$ cat src/rtl/shc_pkg.sv
package shc_pkg;
    typedef enum logic [1:0] {
        ST_IDLE   = 2'd0,
        ST_SETTLE = 2'd1,
        ST_DRIVE  = 2'd2,
        ST_WAIT   = 2'd3
    } shc_state_e;
endpackage

$ cat src/rtl/shc_sync2.sv
module shc_sync2 #(
    parameter logic RESET_VAL = 1'b1
) (
    input  logic clk,
    input  logic rst_n,
    input  logic d_i,
    output logic q_o
);
    typedef struct packed {
        logic s1;
        logic s2;
    } sync_t;

    sync_t sync_d, sync_q;

    always_comb begin
        sync_d.s1 = d_i;
        sync_d.s2 = sync_q.s1;
    end

    always_ff @(posedge clk or negedge rst_n) begin
        if (!rst_n) begin
            sync_q <= '{s1: RESET_VAL, s2: RESET_VAL};
        end else begin
            sync_q <= sync_d;
        end
    end

    assign q_o = sync_q.s2;
endmodule

$ cat src/rtl/shc_arm.sv
module shc_arm (
    input  logic clk,
    input  logic rst_n,
    input  logic vcc_low_i,
    input  logic inhibit_i,
    input  logic idle_i,
    output logic trig_o
);
    logic armed_d, armed_q;

    always_comb begin
        // The trigger rearms only once the supply flag is seen low.
        armed_d = !vcc_low_i;
    end

    always_ff @(posedge clk or negedge rst_n) begin
        if (!rst_n) begin
            armed_q <= 1'b0;
        end else begin
            armed_q <= armed_d;
        end
    end

    assign trig_o = vcc_low_i && armed_q && !inhibit_i && idle_i;

    // a single crossing cannot fire twice in a row
    p_single_shot_r3: assert property (@(posedge clk) disable iff (!rst_n)
        trig_o |=> !trig_o);
    // inhibit suppresses the decay trigger
    p_inhibit_blocks_r4: assert property (@(posedge clk) disable iff (!rst_n)
        inhibit_i |-> !trig_o);
endmodule

$ cat src/rtl/store_handshake_ctrl.sv
module store_handshake_ctrl #(
    parameter int PULL_CYCLES   = 2000,
    parameter int SETTLE_CYCLES = 8
) (
    input  logic clk,
    input  logic rst_n,
    input  logic vcc_low_i,
    input  logic inhibit_i,
    input  logic req_i,
    input  logic hs_line_i,
    input  logic done_i,
    output logic pull_en_o,
    output logic store_start_o,
    output logic abort_o,
    output logic busy_o
);
    import shc_pkg::*;

    localparam int CW = $clog2(PULL_CYCLES + 1);
    localparam logic [CW-1:0] CHECK_AT = CW'(SETTLE_CYCLES - 1);
    localparam logic [CW-1:0] WIN_END  = CW'(PULL_CYCLES - 1);

    typedef struct packed {
        shc_state_e     st;
        logic [CW-1:0]  cnt;
        logic           done_seen;
        logic           start;
        logic           abort;
    } ctrl_t;

    ctrl_t ctl_d, ctl_q;
    logic  line_sync;
    logic  auto_trig;
    logic  idle;
    logic  req_ok;

    assign idle = (ctl_q.st == ST_IDLE);

    shc_sync2 #(.RESET_VAL(1'b1)) u_sync (
        .clk   (clk),
        .rst_n (rst_n),
        .d_i   (hs_line_i),
        .q_o   (line_sync)
    );

    shc_arm u_arm (
        .clk       (clk),
        .rst_n     (rst_n),
        .vcc_low_i (vcc_low_i),
        .inhibit_i (inhibit_i),
        .idle_i    (idle),
        .trig_o    (auto_trig)
    );

    // Explicit requests are refused under low voltage and while busy.
    assign req_ok = req_i && !vcc_low_i && idle;

    always_comb begin
        ctl_d       = ctl_q;
        ctl_d.start = 1'b0;
        ctl_d.abort = 1'b0;
        unique case (ctl_q.st)
            ST_IDLE: begin
                if (auto_trig || req_ok) begin
                    ctl_d.st        = ST_SETTLE;
                    ctl_d.cnt       = '0;
                    ctl_d.done_seen = 1'b0;
                end
            end
            ST_SETTLE: begin
                if (ctl_q.cnt == CHECK_AT) begin
                    if (line_sync) begin
                        ctl_d.abort = 1'b1;
                        ctl_d.st    = ST_IDLE;
                        ctl_d.cnt   = '0;
                    end else begin
                        ctl_d.start = 1'b1;
                        ctl_d.st    = ST_DRIVE;
                        ctl_d.cnt   = ctl_q.cnt + 1'b1;
                    end
                end else begin
                    ctl_d.cnt = ctl_q.cnt + 1'b1;
                end
            end
            ST_DRIVE: begin
                if (done_i) begin
                    ctl_d.done_seen = 1'b1;
                end
                if (ctl_q.cnt >= WIN_END) begin
                    ctl_d.cnt = '0;
                    ctl_d.st  = (ctl_q.done_seen || done_i) ? ST_IDLE : ST_WAIT;
                end else begin
                    ctl_d.cnt = ctl_q.cnt + 1'b1;
                end
            end
            ST_WAIT: begin
                if (done_i) begin
                    ctl_d.st = ST_IDLE;
                end
            end
            default: ctl_d.st = ST_IDLE;
        endcase
    end

    always_ff @(posedge clk or negedge rst_n) begin
        if (!rst_n) begin
            ctl_q <= '{st: ST_IDLE, cnt: '0, done_seen: 1'b0, start: 1'b0, abort: 1'b0};
        end else begin
            ctl_q <= ctl_d;
        end
    end

    assign pull_en_o     = (ctl_q.st == ST_SETTLE) || (ctl_q.st == ST_DRIVE);
    assign busy_o        = !idle;
    assign store_start_o = ctl_q.start;
    assign abort_o       = ctl_q.abort;

    // outcome pulses are exclusive
    p_excl_pulse_r8: assert property (@(posedge clk) disable iff (!rst_n)
        $onehot0({store_start_o, abort_o}));
    // store-start lasts one cycle and the pull-down is still on
    p_start_single_r8: assert property (@(posedge clk) disable iff (!rst_n)
        store_start_o |=> !store_start_o);
    p_start_pulling_r8: assert property (@(posedge clk) disable iff (!rst_n)
        store_start_o |-> pull_en_o);
    // an abort follows a high synchronized line and leaves idle
    p_abort_line_r7: assert property (@(posedge clk) disable iff (!rst_n)
        abort_o |-> $past(line_sync));
    p_abort_idle_r7: assert property (@(posedge clk) disable iff (!rst_n)
        abort_o |-> (!pull_en_o && !busy_o));
    // the pull-down is only on during an attempt
    p_pull_busy_r6: assert property (@(posedge clk) disable iff (!rst_n)
        pull_en_o |-> busy_o);
    // a store begun under low voltage came from an uninhibited decay
    p_low_start_r5: assert property (@(posedge clk) disable iff (!rst_n)
        ($rose(busy_o) && $past(vcc_low_i)) |-> !$past(inhibit_i));
endmodule

$ cat config.mk
export PLATFORM = sky130hd
export DESIGN_NAME = store_handshake_ctrl
export DESIGN_NICKNAME = d
export VERILOG_FILES = /design/src/rtl/shc_pkg.sv /design/src/rtl/shc_sync2.sv /design/src/rtl/shc_arm.sv /design/src/rtl/store_handshake_ctrl.sv
export SDC_FILE = /design/constraint.sdc
export NUM_CORES = 1
export LEC_CHECK = 0
export ABC_AREA = 1
export BUFFER_PORTS_ARGS = -buffer_cell sky130_fd_sc_hd__clkbuf_2
export CORE_ASPECT_RATIO = 1.2
export CORE_MARGIN = 4
export CORE_UTILIZATION = 35
export CTS_CLUSTER_DIAMETER = 100
export DETAILED_ROUTE_END_ITERATION = 10
export GPL_ROUTABILITY_DRIVEN = 0
export GPL_TIMING_DRIVEN = 0
export PLACE_DENSITY = 0.59
export SLEW_MARGIN = 30
export SYNTH_ARGS = -nofsm -noshare
export SYNTH_HDL_FRONTEND = slang
export SYNTH_HIERARCHICAL = 1
export SYNTH_SLANG_ARGS = --single-unit
$ cat constraint.sdc
create_clock -name clk -period 1.9 [get_ports clk]
set_input_delay 0.19 -clock clk [delete_from_list [all_inputs] [get_ports clk]]
set_output_delay 0.19 -clock clk [all_outputs]
set_load 0.1 [all_outputs]
# [Word-level counts from Yosys, hierarchy flattened]
# Cells that the tools add are included.
[classes] addsub=1 order_cmp=1 eq_ne=9 mux=16 reduce_logical=17
[op_table] cell="$pmux W11 S3" count=1
[op_table] cell="$mux W11" count=2
[op_table] cell="$mux W14" count=1
[op_table] cell="$mux W13" count=1
[op_table] cell="$mux W2" count=6
[op_table] cell="$add A11 B1 Y11 const B" count=1
[op_table] cell="$eq A11 B3 Y1 const B" count=1
[op_table] cell="$ge A11 B11 Y1 const B" count=1
[op_table] cell="$ne A2 B2 Y1 const B" count=4
[op_table] cell="$pmux W2 S4" count=1
[op_table] cell="$logic_and A1 B1 Y1" count=5
[op_table] cell="$eq A2 B2 Y1 const B" count=2
[op_table] cell="$reduce_and A4 Y1" count=1
[op_table] cell="$logic_not A1 Y1" count=3
[op_table] cell="$logic_or A1 B1 Y1" count=3
[op_table] cell="$mux W1" count=3
[op_table] cell="$reduce_and A3 Y1" count=1
[op_table] cell="$reduce_bool A3 Y1" count=1
[op_table] cell="$eq A2 B1 Y1 const B" count=1
[op_table] cell="$logic_not A2 Y1" count=1
[op_table] cell="$ne A2 B1 Y1 const B" count=1
[op_table] cell="$pmux W1 S2" count=1
[op_table] cell="$reduce_and A2 Y1" count=1
[op_table] cell="$reduce_bool A2 Y1" count=1
[word_totals] ff_bits=19 elab_cells=52

# [Depth between registers and ports, before layout]
[logic_depth] ltp_word=6 ltp_mapped=13 depth_no_buf=13

# [Modules after synthesis]
# The synthesis kept the hierarchy.
[by_module_without_submodules] mod="store_handshake_ctrl" instances=1 cells_each=135 area_each_um2=1094.8 seq_area_each_um2=400.4
[by_module_without_submodules] mod="shc_sync2" instances=1 cells_each=2 area_each_um2=52.6 seq_area_each_um2=52.6
[by_module_without_submodules] mod="shc_arm" instances=1 cells_each=6 area_each_um2=43.8 seq_area_each_um2=25.0

# [Least setup slack after synthesis]
# OpenSTA, ideal clock, no wires.
[synth_path] kind="register to register" startpoint="reg ctl_q[14] (netlist name)" endpoint="reg ctl_q[10] (netlist name)" t_arrival_ns=1.878 required_time_ns=1.826 slack_ns=-0.052 path_stages_with_launch=7 synth_period_minus_slack_ns=1.952 path_cell_list="dfrtp_1 inv_1 ha_1 inv_1 nor2_1 nand2_4 o21ai_2"
[synth_between] elab_chain_len=5
[synth_rtl] item="start, declared" line="store_handshake_ctrl.sv:31" rtl="ctrl_t ctl_d, ctl_q;"
[synth_rtl] item="start signal, assigned" line="store_handshake_ctrl.sv:107" rtl="ctl_q <= '{st: ST_IDLE, cnt: '0, done_seen: 1'b0, start: 1'b0, abort: 1'b0};"
[synth_rtl] item="start signal, assigned" line="store_handshake_ctrl.sv:109" rtl="ctl_q <= ctl_d;"
[synth_rtl] item="$logic_not A2 Y1" line="store_handshake_ctrl.sv:37, store_handshake_ctrl.sv:62"
[synth_rtl] item="$logic_and A1 B1 Y1, on equally long branches" line="shc_arm.sv:24, store_handshake_ctrl.sv:56"
[synth_rtl] item="$logic_or A1 B1 Y1" line="store_handshake_ctrl.sv:64" rtl="if (auto_trig || req_ok) begin"
[synth_rtl] item="$ne A2 B1 Y1 (no source line)"
[synth_rtl] item="$reduce_and A2 Y1 (no source line)"
# Parallel ways exist; a longest one is shown, timed or not.
# A chain may end at the register's enable or synchronous reset.

# [Worst setup path in the final report]
[layout_path] startpoint="reg ctl_q[14] (netlist name)" endpoint="reg ctl_q[12] (netlist name)"
[layout_between] elab_chain_len=5
[layout_rtl] item="$logic_not A2 Y1" line="store_handshake_ctrl.sv:37" rtl="assign idle = (ctl_q.st == ST_IDLE);"
[layout_rtl] item="via idle" line="store_handshake_ctrl.sv:34" rtl="logic idle;"
[layout_rtl] item="$logic_and A1 B1 Y1" line="shc_arm.sv:24" rtl="assign trig_o = vcc_low_i && armed_q && !inhibit_i && idle_i;"
[layout_rtl] item="via auto_trig" line="store_handshake_ctrl.sv:33" rtl="logic auto_trig;"
[layout_rtl] item="$logic_or A1 B1 Y1" line="store_handshake_ctrl.sv:64"
[layout_rtl] item="$ne A2 B1 Y1 (no source line)"
[layout_rtl] item="$reduce_and A2 Y1 (no source line)"
# The timed path passes the listed nets, and every way through them passes these cells.

==> impl_metrics.yaml <==
outcome:
  status: "completed"
setup_path:
  cp-start-kind: "flip-flop"
  path_cells: "inv_1 > ha_2 > nand2_1 > nor2_1 > nor2_2 > nand2_2 > nand2_4 > inv_4 > nand4_1 > o21ai_0 > a21oi_2"
  slowest_delay_ns: 0.45
  required_ns: 2.08
  crit_buf_inv: 2
  endpoint_kind: "flip-flop"
  crit_family: "simple AND/OR/NAND/NOR gates"
  crit_path_top_delay_cell: "dfrtp_2"
  arrival_ns: 1.91
  crit_fanout: 9
  critPathKind: "flip-flop to flip-flop"
routing:
  avgRoutedWirePerCell_um: 11.7
  dr_total_vias: 953
  firstDrtPassIters: 5
  wl_mm: 2.29
  drtIter0Drc: 31
  remaining_drc_errors: 0
  ant_nets: 0
  avgViaCountPerCell: 4.86
synthesis:
  ys_seq_elements: 19
  synthMuxAreaShare: 0
  synth_top_family_by_area: "simple AND/OR/NAND/NOR gates"
  yosysWarningCount: 6
  syn-cell-area_um2: 1190
  synth_fa_ha_area_frac: 0.0630
  syn_avg_cell_area_um2: 8.33
  synthesis.nets: 156
  ys_types: 27
  synth_compound_area_frac: 0.109
  synthXorXnorAreaFrac: 0.0368
  seq_area_frac_synth: 0.401
  synthSimpleGateAreaFrac: 0.313
  netlist_instances: 143
clock_network:
  clkLatencyLatePin_ns: 0.29
  cts_buffer_depth: 2
  cts_tree: "yes"
  numCtsBuffers: 3
  clk_pin_slew_worst_paths_ns: 0.11
  clock_sinks: 19
  root_buffer: "clkbuf_4"
  cts_max_level: 1
timing:
  fin_crit_ns: 1.73
  fmax_mhz: 579
  timing.hold.ws_ns: 0.0588
  worst_pin_slew_ns: 0.538
  timing.slew.headroom: 0.643
  rsz0062_at_grt: "false"
  setup_violations: 0
  setup_tns_ns: 0
  layout_worst_path_cycle_share: 0.909
  fin_skew_ns: 0.00132
  finalHoldViolations: 0
  slew_viol_final: 0
global_routing:
  first_global_vias: 978
  track_usage: 0.124
  antenna_found_initial: 0
  grt_pass1_wl_mm: 4.16
  grt_start_max_net_pins: 20
  grt-ovfl-total: 0
pwr:
  ir_worst_vdd_mv: 1.46
  leakagePower_nw: 0.657
  p_per_area_nw_per_um2: 1270
worst_hold_path:
  hold_path_class: "input pin to flip-flop"
finish:
  fill_cells: 315
  area_delta_synth_final_pct: 13.2
  nNetsFinal: 174
  final_cells: 196
  antenna-diode-count: 0
  drive_above_1_share: 0.288
job:
  maxCapViolations: 0
floorplanning:
  row_count: 22
  die_h_um: 71.9
  start_util: 0.376
  io_pins: 11
  die_w_um: 61.3
  design.die.area_um2: 4400
  core_um2: 3170
placed_design:
  dp_hpwl_mm: 1.74
  io_buffers: 10
  dp_cells: 189
==> worst register-to-register path, delay by kind of cell, from the launching register on <==
family                   cells  cell delay, ns
AND/OR/NAND/NOR              6            0.55
adder cells (fa/ha/maj)      1            0.21
flip-flops                   1            0.45
AO/OA/AOI/OAI                2            0.19
buffers and inverters        2            0.23
==> cell type report <==
type | count | area, µm² | share of cell area
plain buffers | 1 | 5.00 | 0.00371
inverters | 23 | 88.8 | 0.0659
repair buffers | 13 | 80.1 | 0.0594
well taps | 36 | 45.0 | 0.0334
clock buffers | 4 | 26.3 | 0.0195
multi-input cells | 100 | 624 | 0.463
flip-flops and latches | 19 | 479 | 0.355
==> where the power goes <==
| group | internal (mW) | switching [mW] |
|---|---|---|
| clock network | 0.0817 | 0.124 |
| registers | 0.454 | 0.0483 |
| logic | 0.256 | 0.754 |
==> per-layer routing <==
| metal | part of all wire | vias up | track usage |
|---|---|---|---|
| met4 | 0.012 | 0 | 0.0578 |
| li1 | - | 491 | - |
| met5 | 0 | - | 0 |
| met2 | 0.50 | 16 | 0.205 |
| met3 | 0.029 | 2 | 0.0214 |
| met1 | 0.46 | 444 | 0.151 |
==> cell usage in the layout, fill, tap and decap left out, types with 3 or more instances in the layout <==
cell type and count:
dfrtp_1 16, nand3_1 6, xor2_1 4, nand2_2 4, inv_1 21, nand2_4 4
ha_1 5, o21ai_2 5, nand2_1 28, nor2_2 3, nor2_1 14, clkbuf_2 9
a21oi_2 6, nand4_1 4, clkbuf_4 4
==> stage by stage <==
stage | area (µm²) | util | setup WS [ns] | total power [mW]
3_5_place_dp | 1290 | 0.407 | 0.0999 | 1.50
4_1_cts | 1340 | 0.422 | 0.00126 | 1.71
3_3_place_gp | 1290 | 0.407 | 0.146 | 1.47
6_report | 1350 | 0.426 | 0.172 | 1.72
5_1_grt | 1350 | 0.426 | 0.00774 | 1.86
2_1_floorplan | 1190 | - | 0.0798 | 1.33
==> timing repair <==
item / in CTS / in global routing
hold buffers: 2 / 0
setup endpoints to repair: 0 / 5
endpoints found under the hold margin: 18 / 0
setup buffers: 0 / 1
resized for setup: 0 / 4
==> synth_stat cells, drive strengths merged <==
cell type,instances,area [µm²]
a21oi,7,57.6
buf,1,5.00
dfrtp,17,425
dfstp,2,52.6
ha,6,75.1
inv,23,86.3
nand2,36,175
nand3,8,50.1
nand3b,2,15.0
nand4,4,25.0
nor2,18,82.6
nor3,2,10.0
nor4,1,6.26
nor4b,1,8.76
o21ai,9,63.8
o32ai,1,8.76
xnor2,1,8.76
xor2,4,35.0
==> cell families (layout without fill, tap and decap cells) <==
| kind of cell | Yosys count | after routing |
|---|---|---|
| simple gates | 72 | 72 |
| buf+inv | 24 | 41 |
| flops | 19 | 19 |
| compound gates | 17 | 17 |
| fa+ha+maj | 6 | 6 |
| xor+xnor | 5 | 5 |
==> worst paths after layout <==
| path | cells past startpoint | slack, ns | from | to |
|---|---|---|---|---|
| min | 2 | 0.06 | vcc_low_i | u_arm/armed_q |
| min reg2reg | 0 | 0.36 | u_sync/sync_d[0] | u_sync/q_o |
| max | 11 | 0.17 | ctl_q[14] | ctl_q[12] |
| max in group asynchronous | 2 | 1.18 | rst_n | ctl_q[14] |
| max reg2reg | 11 | 0.17 | ctl_q[14] | ctl_q[12] |
| min in group asynchronous | 2 | 0.37 | rst_n | ctl_q[11] |
==> state kept, by name, summed over array words and instances (netlist names) <==
| signal | cells |
|---|---|
| store_start_o | 1 |
| u_sync/sync_d | 1 |
| ctl_q | 14 |
| u_sync/q_o | 1 |
| u_arm/armed_q | 1 |
| abort_o | 1 |
No activity file was read; power rests on OpenSTA's default activity.
